**src/rtl/mbx_stage_pkg.sv**
```systemverilog
// Package: register offsets, bit positions, codes and FSM type shared by
// the staging mailbox target. Assumes a 32-bit register interface.
package mbx_stage_pkg;
    localparam logic [3:0]  REG_CTRL  = 4'h0;
    localparam logic [3:0]  REG_STAT  = 4'h4;
    localparam logic [3:0]  REG_WDATA = 4'h8;
    localparam logic [3:0]  REG_RDATA = 4'hC;

    localparam int          CTRL_ABORT = 0;
    localparam int          CTRL_GO    = 31;
    localparam int          STAT_ERR   = 2;
    localparam int          STAT_RDY   = 31;

    localparam logic [7:0]  OBJ_STAGE  = 8'h0B;
    localparam logic [31:0] CMD_LOAD   = 32'd3;
    localparam logic [31:0] RESP_DWORDS = 32'd4;

    localparam logic [31:0] OUT_OK   = 32'd1;
    localparam logic [31:0] OUT_MORE = 32'd2;
    localparam logic [31:0] OUT_FAIL = 32'd4;
    localparam logic [31:0] OFF_END  = 32'hFFFF_FFFF;

    typedef enum logic [1:0] {
        ST_IDLE,
        ST_CHECK,
        ST_DRAIN,
        ST_FINISH
    } stage_st_t;
endpackage

```
**src/rtl/mbx_req_collect.sv**
```systemverilog
// Request collector: captures the four header dwords and up to BUF_DWORDS
// payload dwords in arrival order. Counts every dword and flags overflow
// once the buffer is full. Assumes the caller gates push while busy.
module mbx_req_collect #(
    parameter int BUF_DWORDS = 16
) (
    input  logic                                clk,
    input  logic                                rst_n,
    input  logic                                clear,
    input  logic                                push,
    input  logic [31:0]                         push_data,
    input  logic [$clog2(BUF_DWORDS)-1:0]       rd_idx,
    output logic [31:0]                         rd_data,
    output logic [31:0]                         hdr_lo,
    output logic [31:0]                         hdr_hi,
    output logic [31:0]                         cmd_lo,
    output logic [31:0]                         cmd_hi,
    output logic [$clog2(BUF_DWORDS+5)-1:0]     word_cnt,
    output logic                                overflow
);
    localparam int CW   = $clog2(BUF_DWORDS + 5);
    localparam int MAXC = BUF_DWORDS + 4;

    logic [CW-1:0] cnt_q;
    logic          ovf_q;
    logic [31:0]   head_q [4];
    logic [31:0]   slots  [BUF_DWORDS];

    // Dword counter with overflow flag; clear wins over push.
    always_ff @(posedge clk) begin
        if (!rst_n || clear) begin
            cnt_q <= '0;
            ovf_q <= 1'b0;
        end else if (push) begin
            if (cnt_q == CW'(MAXC)) ovf_q <= 1'b1;
            else                    cnt_q <= cnt_q + 1'b1;
        end
    end

    // Header capture for the first four dwords of a request.
    always_ff @(posedge clk) begin
        if (!rst_n) begin
            for (int i = 0; i < 4; i++) head_q[i] <= '0;
        end else if (push && !clear && cnt_q < CW'(4)) begin
            head_q[cnt_q[1:0]] <= push_data;
        end
    end

    // One payload register per buffer slot, written at its own count.
    for (genvar g = 0; g < BUF_DWORDS; g++) begin : g_slot
        logic [31:0] slot_q;
        always_ff @(posedge clk) begin
            if (!rst_n)                                         slot_q <= '0;
            else if (push && !clear && cnt_q == CW'(g + 4))     slot_q <= push_data;
        end
        assign slots[g] = slot_q;
    end

    assign rd_data  = slots[rd_idx];
    assign hdr_lo   = head_q[0];
    assign hdr_hi   = head_q[1];
    assign cmd_lo   = head_q[2];
    assign cmd_hi   = head_q[3];
    assign word_cnt = cnt_q;
    assign overflow = ovf_q;

    p_cnt_bound_r2: assert property (@(posedge clk) disable iff (!rst_n)
        cnt_q <= CW'(MAXC));
    p_ovf_full_r4: assert property (@(posedge clk) disable iff (!rst_n)
        ovf_q |-> cnt_q == CW'(MAXC));
endmodule

```
**src/rtl/mbx_resp_seq.sv**
```systemverilog
// Response sequencer: latches offset and outcome of a finished transaction
// and presents the four response dwords one at a time. A zero write acks
// the current dword. Reads 0 once all four have been acked or before any load.
module mbx_resp_seq
    import mbx_stage_pkg::*;
#(
    parameter logic [15:0] VENDOR_ID = 16'h1F2E
) (
    input  logic        clk,
    input  logic        rst_n,
    input  logic        clear,
    input  logic        load,
    input  logic [31:0] load_off,
    input  logic [31:0] load_code,
    input  logic        ack,
    output logic [31:0] rd_word
);
    logic [2:0]  ptr_q;
    logic [31:0] off_q, code_q;

    // Pointer: restart on load, step on ack, park at 4 when exhausted.
    always_ff @(posedge clk) begin
        if (!rst_n || clear)        ptr_q <= 3'd4;
        else if (load)              ptr_q <= 3'd0;
        else if (ack && ptr_q < 3'd4) ptr_q <= ptr_q + 3'd1;
    end

    // Latch the variable response fields.
    always_ff @(posedge clk) begin
        if (!rst_n || clear) begin
            off_q  <= '0;
            code_q <= '0;
        end else if (load) begin
            off_q  <= load_off;
            code_q <= load_code;
        end
    end

    // Select the dword under the pointer.
    always_comb begin
        case (ptr_q)
            3'd0:    rd_word = {8'h00, OBJ_STAGE, VENDOR_ID};
            3'd1:    rd_word = RESP_DWORDS;
            3'd2:    rd_word = off_q;
            3'd3:    rd_word = code_q;
            default: rd_word = '0;
        endcase
    end

    p_ptr_bound_r9: assert property (@(posedge clk) disable iff (!rst_n)
        ptr_q <= 3'd4);
    p_ack_step_r9: assert property (@(posedge clk) disable iff (!rst_n)
        (ack && !load && !clear && ptr_q < 3'd4) |=> ptr_q == $past(ptr_q) + 3'd1);
endmodule

```
**src/rtl/mbx_stage_ctrl.sv**
```systemverilog
// Staging controller: on go, validates the collected request, then commits
// the payload to the staging port (one dword per cycle), discards every
// RETRY_EVERY-th valid chunk, tracks the next wanted offset and completion,
// and drives status and the response. Assumes the collector is stable
// while the controller is not idle.
module mbx_stage_ctrl
    import mbx_stage_pkg::*;
#(
    parameter logic [15:0] VENDOR_ID    = 16'h1F2E,
    parameter int          BUF_DWORDS   = 16,
    parameter int          IMAGE_DWORDS = 40,
    parameter int          RETRY_EVERY  = 3
) (
    input  logic                                clk,
    input  logic                                rst_n,
    input  logic                                go,
    input  logic                                abort,
    input  logic [$clog2(BUF_DWORDS+5)-1:0]     word_cnt,
    input  logic                                overflow,
    input  logic [31:0]                         hdr_lo,
    input  logic [31:0]                         hdr_hi,
    input  logic [31:0]                         cmd_lo,
    input  logic [31:0]                         cmd_hi,
    input  logic [31:0]                         buf_data,
    output logic [$clog2(BUF_DWORDS)-1:0]       buf_idx,
    output logic                                busy,
    output logic                                consume,
    output logic                                stat_rdy,
    output logic                                stat_err,
    output logic                                resp_load,
    output logic [31:0]                         resp_off,
    output logic [31:0]                         resp_code,
    output logic                                stg_we,
    output logic [$clog2(IMAGE_DWORDS+1)-1:0]   stg_addr,
    output logic [31:0]                         stg_data
);
    localparam int CW = $clog2(BUF_DWORDS + 5);
    localparam int BW = $clog2(BUF_DWORDS);
    localparam int AW = $clog2(IMAGE_DWORDS + 1);
    localparam int RW = (RETRY_EVERY > 1) ? $clog2(RETRY_EVERY) : 1;

    stage_st_t   st_q;
    logic [AW-1:0] cur_q;
    logic [BW-1:0] idx_q;
    logic        done_q, rdy_q, err_q;
    logic [31:0] n32, end32, cur_bytes;
    logic        req_ok, fits, bad, take, drop_now, to_drain;

    // Request validation and chunk arithmetic.
    always_comb begin
        n32       = 32'(word_cnt) - 32'd4;
        end32     = 32'(cur_q) + n32;
        cur_bytes = 32'(cur_q) << 2;
        req_ok    = (word_cnt >= CW'(5)) && !overflow
                 && hdr_lo[15:0] == VENDOR_ID && hdr_lo[23:16] == OBJ_STAGE
                 && hdr_hi == 32'(word_cnt)
                 && cmd_lo == CMD_LOAD && cmd_hi == 32'd0;
        fits      = end32 <= 32'(IMAGE_DWORDS);
        bad       = !req_ok || (!done_q && !fits);
        take      = (st_q == ST_CHECK) && !bad && !done_q;
        to_drain  = take && !drop_now;
    end

    // Discard cadence: optional counter selected by RETRY_EVERY.
    if (RETRY_EVERY > 1) begin : g_retry
        logic [RW-1:0] rcnt_q;
        always_ff @(posedge clk) begin
            if (!rst_n || abort) rcnt_q <= '0;
            else if (take)       rcnt_q <= drop_now ? '0 : rcnt_q + 1'b1;
        end
        assign drop_now = (rcnt_q == RW'(RETRY_EVERY - 1));
    end else begin : g_noretry
        assign drop_now = 1'b0;
    end

    // Transaction sequencer and progress tracking.
    always_ff @(posedge clk) begin
        if (!rst_n || abort) begin
            st_q   <= ST_IDLE;
            cur_q  <= '0;
            idx_q  <= '0;
            done_q <= 1'b0;
            rdy_q  <= 1'b0;
            err_q  <= 1'b0;
        end else begin
            case (st_q)
                ST_IDLE: if (go) begin
                    st_q  <= ST_CHECK;
                    rdy_q <= 1'b0;
                    err_q <= 1'b0;
                end
                ST_CHECK: begin
                    idx_q <= '0;
                    if (bad) begin
                        err_q <= 1'b1;
                        st_q  <= ST_IDLE;
                    end else if (to_drain) begin
                        st_q  <= ST_DRAIN;
                    end else begin
                        rdy_q <= 1'b1;
                        st_q  <= ST_IDLE;
                    end
                end
                ST_DRAIN: begin
                    if (32'(idx_q) == n32 - 32'd1) st_q <= ST_FINISH;
                    else                           idx_q <= idx_q + 1'b1;
                end
                default: begin
                    cur_q  <= AW'(end32);
                    done_q <= (end32 == 32'(IMAGE_DWORDS));
                    rdy_q  <= 1'b1;
                    st_q   <= ST_IDLE;
                end
            endcase
        end
    end

    // Response contents for the transaction that is ending.
    always_comb begin
        resp_load = 1'b0;
        resp_off  = '0;
        resp_code = '0;
        if (st_q == ST_CHECK && !to_drain) begin
            resp_load = 1'b1;
            if (bad) begin
                resp_off  = cur_bytes;
                resp_code = OUT_FAIL;
            end else if (done_q) begin
                resp_off  = OFF_END;
                resp_code = OUT_OK;
            end else begin
                resp_off  = cur_bytes;
                resp_code = OUT_MORE;
            end
        end else if (st_q == ST_FINISH) begin
            resp_load = 1'b1;
            if (end32 == 32'(IMAGE_DWORDS)) begin
                resp_off  = OFF_END;
                resp_code = OUT_OK;
            end else begin
                resp_off  = end32 << 2;
                resp_code = OUT_MORE;
            end
        end
    end

    assign consume  = resp_load;
    assign busy     = (st_q != ST_IDLE);
    assign stat_rdy = rdy_q;
    assign stat_err = err_q;
    assign buf_idx  = idx_q;
    assign stg_we   = (st_q == ST_DRAIN);
    assign stg_addr = cur_q + AW'(idx_q);
    assign stg_data = buf_data;

    p_busy_quiet_r3: assert property (@(posedge clk) disable iff (!rst_n)
        (st_q != ST_IDLE) |-> (!stat_rdy && !stat_err));
    p_stg_range_r5: assert property (@(posedge clk) disable iff (!rst_n)
        stg_we |-> 32'(stg_addr) < 32'(IMAGE_DWORDS));
    p_done_sticky_r7: assert property (@(posedge clk) disable iff (!rst_n)
        (done_q && !abort) |=> done_q);
    p_drop_nowrite_r8: assert property (@(posedge clk) disable iff (!rst_n)
        (take && drop_now && !abort) |=> (!stg_we && stat_rdy));
    p_abort_clear_r10: assert property (@(posedge clk) disable iff (!rst_n)
        abort |=> (!stat_rdy && !stat_err && cur_q == '0 && !stg_we));
endmodule

```
**src/rtl/mbx_stage_target.sv**
```systemverilog
// Staging mailbox target top: decodes the four-register map, feeds the
// request collector, controller and response sequencer, and muxes reads.
// Assumes one-cycle write strobes and combinational register reads.
module mbx_stage_target
    import mbx_stage_pkg::*;
#(
    parameter logic [15:0] VENDOR_ID    = 16'h1F2E,
    parameter int          BUF_DWORDS   = 16,
    parameter int          IMAGE_DWORDS = 40,
    parameter int          RETRY_EVERY  = 3
) (
    input  logic                                clk,
    input  logic                                rst_n,
    input  logic                                bus_wr,
    input  logic [3:0]                          bus_addr,
    input  logic [31:0]                         bus_wdata,
    output logic [31:0]                         bus_rdata,
    output logic                                stg_we,
    output logic [$clog2(IMAGE_DWORDS+1)-1:0]   stg_addr,
    output logic [31:0]                         stg_data
);
    localparam int CW = $clog2(BUF_DWORDS + 5);
    localparam int BW = $clog2(BUF_DWORDS);

    logic          wr_ctrl, abort, go, push, ack, busy, consume;
    logic          stat_rdy, stat_err, resp_load;
    logic [31:0]   resp_off, resp_code, resp_word, buf_data;
    logic [31:0]   hdr_lo, hdr_hi, cmd_lo, cmd_hi;
    logic [CW-1:0] word_cnt;
    logic          overflow;
    logic [BW-1:0] buf_idx;

    // Write decode; abort has priority over go, pushes wait for idle.
    always_comb begin
        wr_ctrl = bus_wr && bus_addr == REG_CTRL;
        abort   = wr_ctrl && bus_wdata[CTRL_ABORT];
        go      = wr_ctrl && bus_wdata[CTRL_GO] && !bus_wdata[CTRL_ABORT] && !busy;
        push    = bus_wr && bus_addr == REG_WDATA && !busy;
        ack     = bus_wr && bus_addr == REG_RDATA && bus_wdata == 32'd0;
    end

    mbx_req_collect #(.BUF_DWORDS(BUF_DWORDS)) u_collect (
        .clk(clk), .rst_n(rst_n), .clear(abort || consume),
        .push(push), .push_data(bus_wdata),
        .rd_idx(buf_idx), .rd_data(buf_data),
        .hdr_lo(hdr_lo), .hdr_hi(hdr_hi), .cmd_lo(cmd_lo), .cmd_hi(cmd_hi),
        .word_cnt(word_cnt), .overflow(overflow)
    );

    mbx_stage_ctrl #(
        .VENDOR_ID(VENDOR_ID), .BUF_DWORDS(BUF_DWORDS),
        .IMAGE_DWORDS(IMAGE_DWORDS), .RETRY_EVERY(RETRY_EVERY)
    ) u_ctrl (
        .clk(clk), .rst_n(rst_n), .go(go), .abort(abort),
        .word_cnt(word_cnt), .overflow(overflow),
        .hdr_lo(hdr_lo), .hdr_hi(hdr_hi), .cmd_lo(cmd_lo), .cmd_hi(cmd_hi),
        .buf_data(buf_data), .buf_idx(buf_idx),
        .busy(busy), .consume(consume),
        .stat_rdy(stat_rdy), .stat_err(stat_err),
        .resp_load(resp_load), .resp_off(resp_off), .resp_code(resp_code),
        .stg_we(stg_we), .stg_addr(stg_addr), .stg_data(stg_data)
    );

    mbx_resp_seq #(.VENDOR_ID(VENDOR_ID)) u_resp (
        .clk(clk), .rst_n(rst_n), .clear(abort),
        .load(resp_load), .load_off(resp_off), .load_code(resp_code),
        .ack(ack), .rd_word(resp_word)
    );

    // Register read mux.
    always_comb begin
        bus_rdata = '0;
        case (bus_addr)
            REG_STAT: begin
                bus_rdata[STAT_RDY] = stat_rdy;
                bus_rdata[STAT_ERR] = stat_err;
            end
            REG_RDATA: bus_rdata = resp_word;
            default:   bus_rdata = '0;
        endcase
    end
endmodule

```
**config.mk**
```make
export PLATFORM = sky130hd
export DESIGN_NAME = mbx_stage_target
export DESIGN_NICKNAME = d
export VERILOG_FILES = /design/src/rtl/mbx_stage_pkg.sv /design/src/rtl/mbx_req_collect.sv /design/src/rtl/mbx_resp_seq.sv /design/src/rtl/mbx_stage_ctrl.sv /design/src/rtl/mbx_stage_target.sv
export SDC_FILE = /design/constraint.sdc
export NUM_CORES = 2
export LEC_CHECK = 0
export ABC_CLOCK_PERIOD_IN_PS = 5400
export CORE_UTILIZATION = 51
export CTS_CLUSTER_SIZE = 20
export DETAILED_ROUTE_END_ITERATION = 10
export GPL_TIMING_DRIVEN = 0
export HOLD_SLACK_MARGIN = 0.08
export MAX_ROUTING_LAYER = met4
export PLACE_DENSITY = 0.8
export SYNTH_ARGS = -nofsm -noshare
export SYNTH_HDL_FRONTEND = slang
export SYNTH_SLANG_ARGS = --single-unit
```
**constraint.sdc**
```tcl
create_clock -name clk -period 5.4 [get_ports clk]
set_input_delay 0.54 -clock clk [delete_from_list [all_inputs] [get_ports clk]]
set_output_delay 0.54 -clock clk [all_outputs]
set_load 0.1 [all_outputs]
```
Word-level counts from Yosys, hierarchy flattened
Memory sizes are Yosys's and may differ from the RTL's.
Index checks and enable logic that the tools add are counted.
{"block": "op_classes", "mux": 43, "addsub": 8, "n_lt_le_gt_ge": 5, "n_eq_ne": 39, "reduce_logical": 72, "bitwise_logic": 3}
{"op": "32-bit two-way mux", "count": 11}
{"op": "32-bit binary-select mux with 4-bit select", "count": 1}
{"op": "32-bit one-hot mux with 4 select lines", "count": 1}
{"op": "32-bit zero test", "count": 2}
{"op": "5-bit by 4-bit == test with 1-bit output, second input constant", "count": 8}
{"op": "1-bit logical AND", "count": 39}
{"op": "6-bit by 32-bit adder with 32-bit output", "count": 1}
{"op": "32-bit by 2-bit == test with 1-bit output, second input constant", "count": 1}
{"op": "32-bit by 5-bit == test with 1-bit output", "count": 1}
{"op": "32-bit by 6-bit == test with 1-bit output, second input constant", "count": 1}
{"op": "4-bit by 32-bit == test with 1-bit output", "count": 1}
{"op": "32-bit by 6-bit <= comparator with 1-bit output, second input constant", "count": 1}
{"op": "32-bit OR reduction", "count": 1}
{"op": "32-bit by 1-bit subtractor with 32-bit output, second input constant", "count": 1}
{"op": "28-bit two-way mux", "count": 1}
{"op": "5-bit == test, second input constant", "count": 5}
{"op": "5-bit by 3-bit == test with 1-bit output, second input constant", "count": 4}
{"op": "2-bit two-way mux", "count": 9}
{"op": "16-bit by 13-bit == test with 1-bit output, second input constant", "count": 1}
{"op": "1-bit zero test", "count": 11}
{"op": "1-bit two-way mux", "count": 11}
{"op": "4-bit == test, second input constant", "count": 2}
{"op": "8-bit by 4-bit == test with 1-bit output, second input constant", "count": 1}
{"op": "2-bit != test, second input constant", "count": 4}
{"op": "other kinds (34)", "count": 51}
{"block": "totals", "wordCells": 200, "memories": 1, "ram_bits": 128, "register_bits": 602, "out_inout_bits": 71, "input_bits": 39}
{"memory": "u_collect.head_q", "words": 4, "word_bits": 32, "read_ports": 4, "rd_ports_with_merged_regs": 0, "write_ports": 4, "line": "mbx_req_collect.sv:26", "rtl": "logic [31:0] head_q [4];"}

Depth between registers and ports, before layout
{"block": "depth", "depth_word": 25, "ltp_mapped": 19}

Modules after synthesis
Synthesis repeated with hierarchy kept, for this count alone.
{"block": "unflattened", "cells_unflattened": 3747, "hier_area_um2": 35954.5}
{"module": "mbx_req_collect", "instances": 1, "cells_per_inst": 3004, "area_per_inst_um2": 29627.2}
{"module": "mbx_stage_ctrl", "instances": 1, "cells_per_inst": 406, "area_per_inst_um2": 3035.4}
{"module": "mbx_resp_seq", "instances": 1, "cells_per_inst": 281, "area_per_inst_um2": 2874.0}
{"module": "mbx_stage_target", "instances": 1, "cells_per_inst": 56, "area_per_inst_um2": 417.9}

Worst setup path after synthesis
Ideal clock, no wire load.
{"block": "synth_timing", "path_type": "register to register", "start": "register u_collect.cnt_q[2] (netlist: u_collect.word_cnt[2])", "end": "register u_ctrl.g_retry.rcnt_q[0]", "path_slack_ps": 1217, "synth_period_minus_slack_ps": 4183, "arrival_time_ps": 4055, "t_required_ps": 5272, "path_buffers": 2, "setup_ps": 128, "stages_incl_launch_ff": 18, "path_cell_list": "dfxtp_1 buf_2 inv_2 nand3_1 clkinv_1 clkbuf_1 ha_1 nand3b_1 o22ai_1 o21ai_0 ha_1 nand4b_1 nor4_1 nand3_1 or3_1 nor4b_2 mux2i_1 nor2_1"}
{"block": "synth_between", "elab_chain_len": 12, "elab_cells_between_ends": 18, "classes_between": "add/sub: 2; order compare: 2; eq/ne: 1; reduce/logical: 13"}
{"element": "from (decl)", "line": "mbx_req_collect.sv:24", "rtl": "logic [CW-1:0] cnt_q;"}
{"element": "from (signal assigned)", "line": "mbx_req_collect.sv:36", "rtl": "else cnt_q <= cnt_q + 1'b1;"}
{"element": "parallel branches: the longest is 8 deep, another holds 6-bit by 32-bit adder with 32-bit output"}
{"element": "1-bit logical OR (*)", "line": "mbx_stage_ctrl.sv:59", "rtl": "bad = !req_ok || (!done_q && !fits);"}
{"element": "1-bit zero test (*)", "line": "mbx_stage_ctrl.sv:60", "rtl": "take = (st_q == ST_CHECK) && !bad && !done_q;"}
{"element": "1-bit logical AND (*) (2 in a row)", "line": "mbx_stage_ctrl.sv:60"}
{"element": "to (signal assigned)", "line": "mbx_stage_ctrl.sv:69", "rtl": "else if (take) rcnt_q <= drop_now ? '0 : rcnt_q + 1'b1;"}
{"element": "to (decl)", "line": "mbx_stage_ctrl.sv:66", "rtl": "logic [RW-1:0] rcnt_q;"}
Mark *: on every way between the ends.
A chain may end at the register's enable or synchronous reset.

Worst setup path after layout
{"block": "layout_timing", "start": "register u_ctrl.idx_q[0] (netlist: u_ctrl.buf_idx[0])", "end": "output stg_data[22]"}
{"block": "layout_between", "elab_chain_len": 4}
{"element": "from (decl)", "line": "mbx_stage_ctrl.sv:44", "rtl": "logic [BW-1:0] idx_q;"}
{"element": "from (signal assigned)", "line": "mbx_stage_ctrl.sv:106", "rtl": "else idx_q <= idx_q + 1'b1;"}
{"element": "4-bit NOT with 5-bit output (implied by the code)", "line": "mbx_req_collect.sv:59", "rtl": "assign rd_data = slots[rd_idx];"}
{"element": "32-bit binary-select mux with 4-bit select", "line": "mbx_req_collect.sv:59"}
{"element": "32-bit two-way mux (implied by the code) (2 in a row)", "line": "mbx_req_collect.sv:59"}
{"element": "to (decl)", "line": "mbx_stage_target.sv:20", "rtl": "output logic [31:0] stg_data"}
No other way between the ends. The select of a mux whose other input is x is not followed.

==> impl_results.md <==
- Layout area overhead: 14.6%
- GRT overflow: 0
- Area leader, netlist: dfxtp_1
- Outcome: finished, final reports clean
- Worst Max-Slew Pin Slew: 1.18 ns
- Critical path required time: 4.86 ns
- Final WL: 110000 um
- Routed wire length per instance: 23.5 um
- EDFF count, synth: 120
- Num CTS Buffers: 74
- Critical path class: register to output port
- Detail Route Antenna Nets: 0
- Pwr/cell area: 294 mW/mm^2
- Final net count: 3881
- Initial Utilization: 0.519
- Post-CTS Hold Buffers: 0
- RSZ-0062 raised after global routing: no
- Count of buffers from port buffering: 109
- Worst Hold Depth: 1
- RD Place Congestion: 1.04
- Fillers: 5286
- Max Transition Viols Final: 0
- CTS tree: done
- Crit-path max cell delay: 0.83 ns
- Die height: 253 um
- Vias per cell: 6.05
- Max-cap viol count: 0
- Post-detail-place hpwl: 78600 um
- Total power: 10.8 mW
- Max clock buf depth: 3
- First-pass GRT wire length: 164000 um
- Router iterations before antenna repair: 6
- Num rows: 91
- Asr flop ratio synth: 0
- Reg-to-reg endpoint: u_ctrl.g_retry.rcnt_q[1]$_SDFFE_PP0N_
- Fmax: 186 MHz
- Root buf cell: clkbuf_16
- CP max FO: 10
- Tot GR Track Use: 0.353
- Drt initial violations: 3754
- Cell variety after synth: 72
- Synthesis Warnings: 0
- Yosys reg bits: 688
- Reg2reg setup slack: 0.41 ns
- Crit start category: register
- Pin count of the biggest net entering global routing: 33
- Total die area: 0.0641 mm^2
- Post-Syn Nets: 3694
- Post-route DRC: 0
- Yosys top cell area share: 0.353
- I/O pins: 110
- Critical path capture point: stg_data[22]
- Vias post-DR: 28400
- Final Hold Viols: 0
- Final worst-path cycle share: 0.995
- Core Footprint: 0.0621 mm^2
- Largest cells by area after synthesis: dfxtp_1 (35%), nand2_1 (13%), edfxtp_1 (11%)
- Critical path arrival: 4.83 ns
- Post-synth top flop: dfxtp_1
- Setup-failing EPs final: 0
- Reg clk slew, reported paths: 0.06 ns
- Worst-path cell chain: buf_2 -> clkbuf_1 -> buf_2 -> clkdlybuf4s15_1 -> mux2i_1 -> a21oi_1 -> o21ai_0 -> nand2_1 -> clkdlybuf4s15_1
- CTS Sinks: 688
- Die Span X: 253 um
- Initial antenna violation count: 6
- Layout Utilization: 0.594
- Top post-synthesis cells by count: nand2_1 (1119), dfxtp_1 (568), a21boi_0 (438), clkbuf_1 (271), and2_1 (121)
- Worst Setup SP: u_ctrl.buf_idx[0]$_SDFFE_PP0P_
- Synth Instances: 3608
- Crit-path slowest cell: clkdlybuf4s15_1
- Worst clock skew: 0.0230 ns
- HP Class: register to register
- Avg Cell Area, Syn: 8.92 um^2
- Max H-tree Level: 3
- Register-to-Register Path Depth: 16
- Sequential cell area fraction in the yosys report: 0.465
- Vias in the first global route: 26700
- Launching point of the worst reg2reg path: u_collect.word_cnt[2]$_SDFFE_PP0P_
- Rel. slew slack: 0.206
- Peak VDD IR: 241 uV
- Worst-skew pair later-pin latency: 0.64 ns
- Layout cells sized above 1: 0.0745
- Leakage power: 12.5 nW
- Mapped Area: 0.0322 mm^2
- Final min period: 5.37 ns
- Critical Path End Type: output port
- Count leader, synth: nand2_1
==> stage by stage <==
| step | setup WS (ns) | hold WS (ns) | instances | instance area (um^2) | setup TNS [ns] |
|---|---|---|---|---|---|
| after floorplan | 1.22 | 0.418 | 3608 | 32200 | 0 |
| after global placement | -0.505 | 0.431 | 4554 | 34300 | -16.08 |
| after detailed placement | 0.229 | 0.438 | 4557 | 34400 | 0 |
| after CTS | -0.0326 | 0.451 | 4688 | 36900 | -0.0339 |
| after global routing | 0.0240 | 0.467 | 4689 | 36900 | 0 |
| final | 0.0280 | 0.452 | 4691 | 36900 | 0 |
==> cells by family after synthesis <==
| group | share of synthesized area |
|---|---|
| AND/OR/NAND/NOR | 0.203 |
| AO/OA/AOI/OAI | 0.176 |
| flip-flops | 0.465 |
| buffers and inverters | 0.0435 |
| multiplexers | 0.0875 |
| adder cells (fa/ha/maj) | 0.0187 |
| XOR/XNOR | 0.00599 |
==> power breakdown <==
group	internal (mW)	leakage (nW)	switching (mW)
registers	5.25	5.82	0.0171
logic	0.114	5.45	0.291
clock network	2.99	1.19	2.17
total	8.35	12.5	2.48
==> what timing repair did <==
action,in CTS,in global routing
pin swaps,0,0
gates resized for setup,32,44
setup endpoints to repair,35,32
buffers inserted,0,0
cloned,0,0
==> worst min path at each step <==
stage                                                 from                                     endpoint
2_1_floorplan                u_resp.off_q[23]$_SDFFE_PP0P_                u_resp.off_q[23]$_SDFFE_PP0P_
3_3_place_gp                 u_resp.off_q[22]$_SDFFE_PP0P_                u_resp.off_q[22]$_SDFFE_PP0P_
3_5_place_dp                 u_resp.off_q[21]$_SDFFE_PP0P_                u_resp.off_q[21]$_SDFFE_PP0P_
4_1_cts                      u_resp.off_q[21]$_SDFFE_PP0P_                u_resp.off_q[21]$_SDFFE_PP0P_
5_1_grt        u_collect.g_slot[7].slot_q[16]$_SDFFE_PN0P_  u_collect.g_slot[7].slot_q[16]$_SDFFE_PN0P_
6_report                     u_resp.off_q[21]$_SDFFE_PP0P_                u_resp.off_q[21]$_SDFFE_PP0P_
==> layout by cell type, fill, tap and decap left out, drive strengths merged, types with 58 or more instances in the layout <==
cell type	count
clkbuf	386
clkdlybuf4s50	76
edfxtp	120
a21oi	78
dfxtp	568
a21boi	512
and2	123
buf	58
o21ai	80
nand2	1120
mux2i	108
mux4	64
==> worst max-delay path, delay by kind of cell, from the launching register on <==
family          cells  cell delay (ns)
buf+inv             5             3.01
simple gates        1             0.13
compound gates      2             0.50
flops               1             0.40
mux                 1             0.16
==> cell type report <==
class / instances / area (um^2) / share of cell area
Clock buffer: 106 / 2200 / 0.0596
Buffer: 330 / 1350 / 0.0365
Antenna cell: 4 / 10.0 / 0.000271
Timing Repair Buffer: 112 / 1100 / 0.0299
Tap cell: 837 / 1050 / 0.0284
Clock inverter: 25 / 258 / 0.00699
Sequential cell: 688 / 15000 / 0.406
Multi-Input combinational cell: 2565 / 15900 / 0.430
Inverter: 24 / 93.8 / 0.00254
==> registers in the layout, indices dropped and copies added, names as in the netlist, 3 cells and up <==
register	cells
u_collect.head_q	120
u_resp.ptr_q	3
u_ctrl.cur_q	6
u_ctrl.buf_idx	4
u_collect.g_slot.slot_q	512
u_resp.off_q	28
u_collect.word_cnt	5
==> layer usage <==
metal	vias up	part of all wire	track usage	wire length (um)
li1	12700	-	-	-
met1	13500	0.38	0.439	42400
met2	1788	0.44	0.528	48500
met3	405	0.11	0.0838	12700
met4	0	0.061	0.191	6690
met5	-	0	-	0
(Power assumes the default switching activity.)
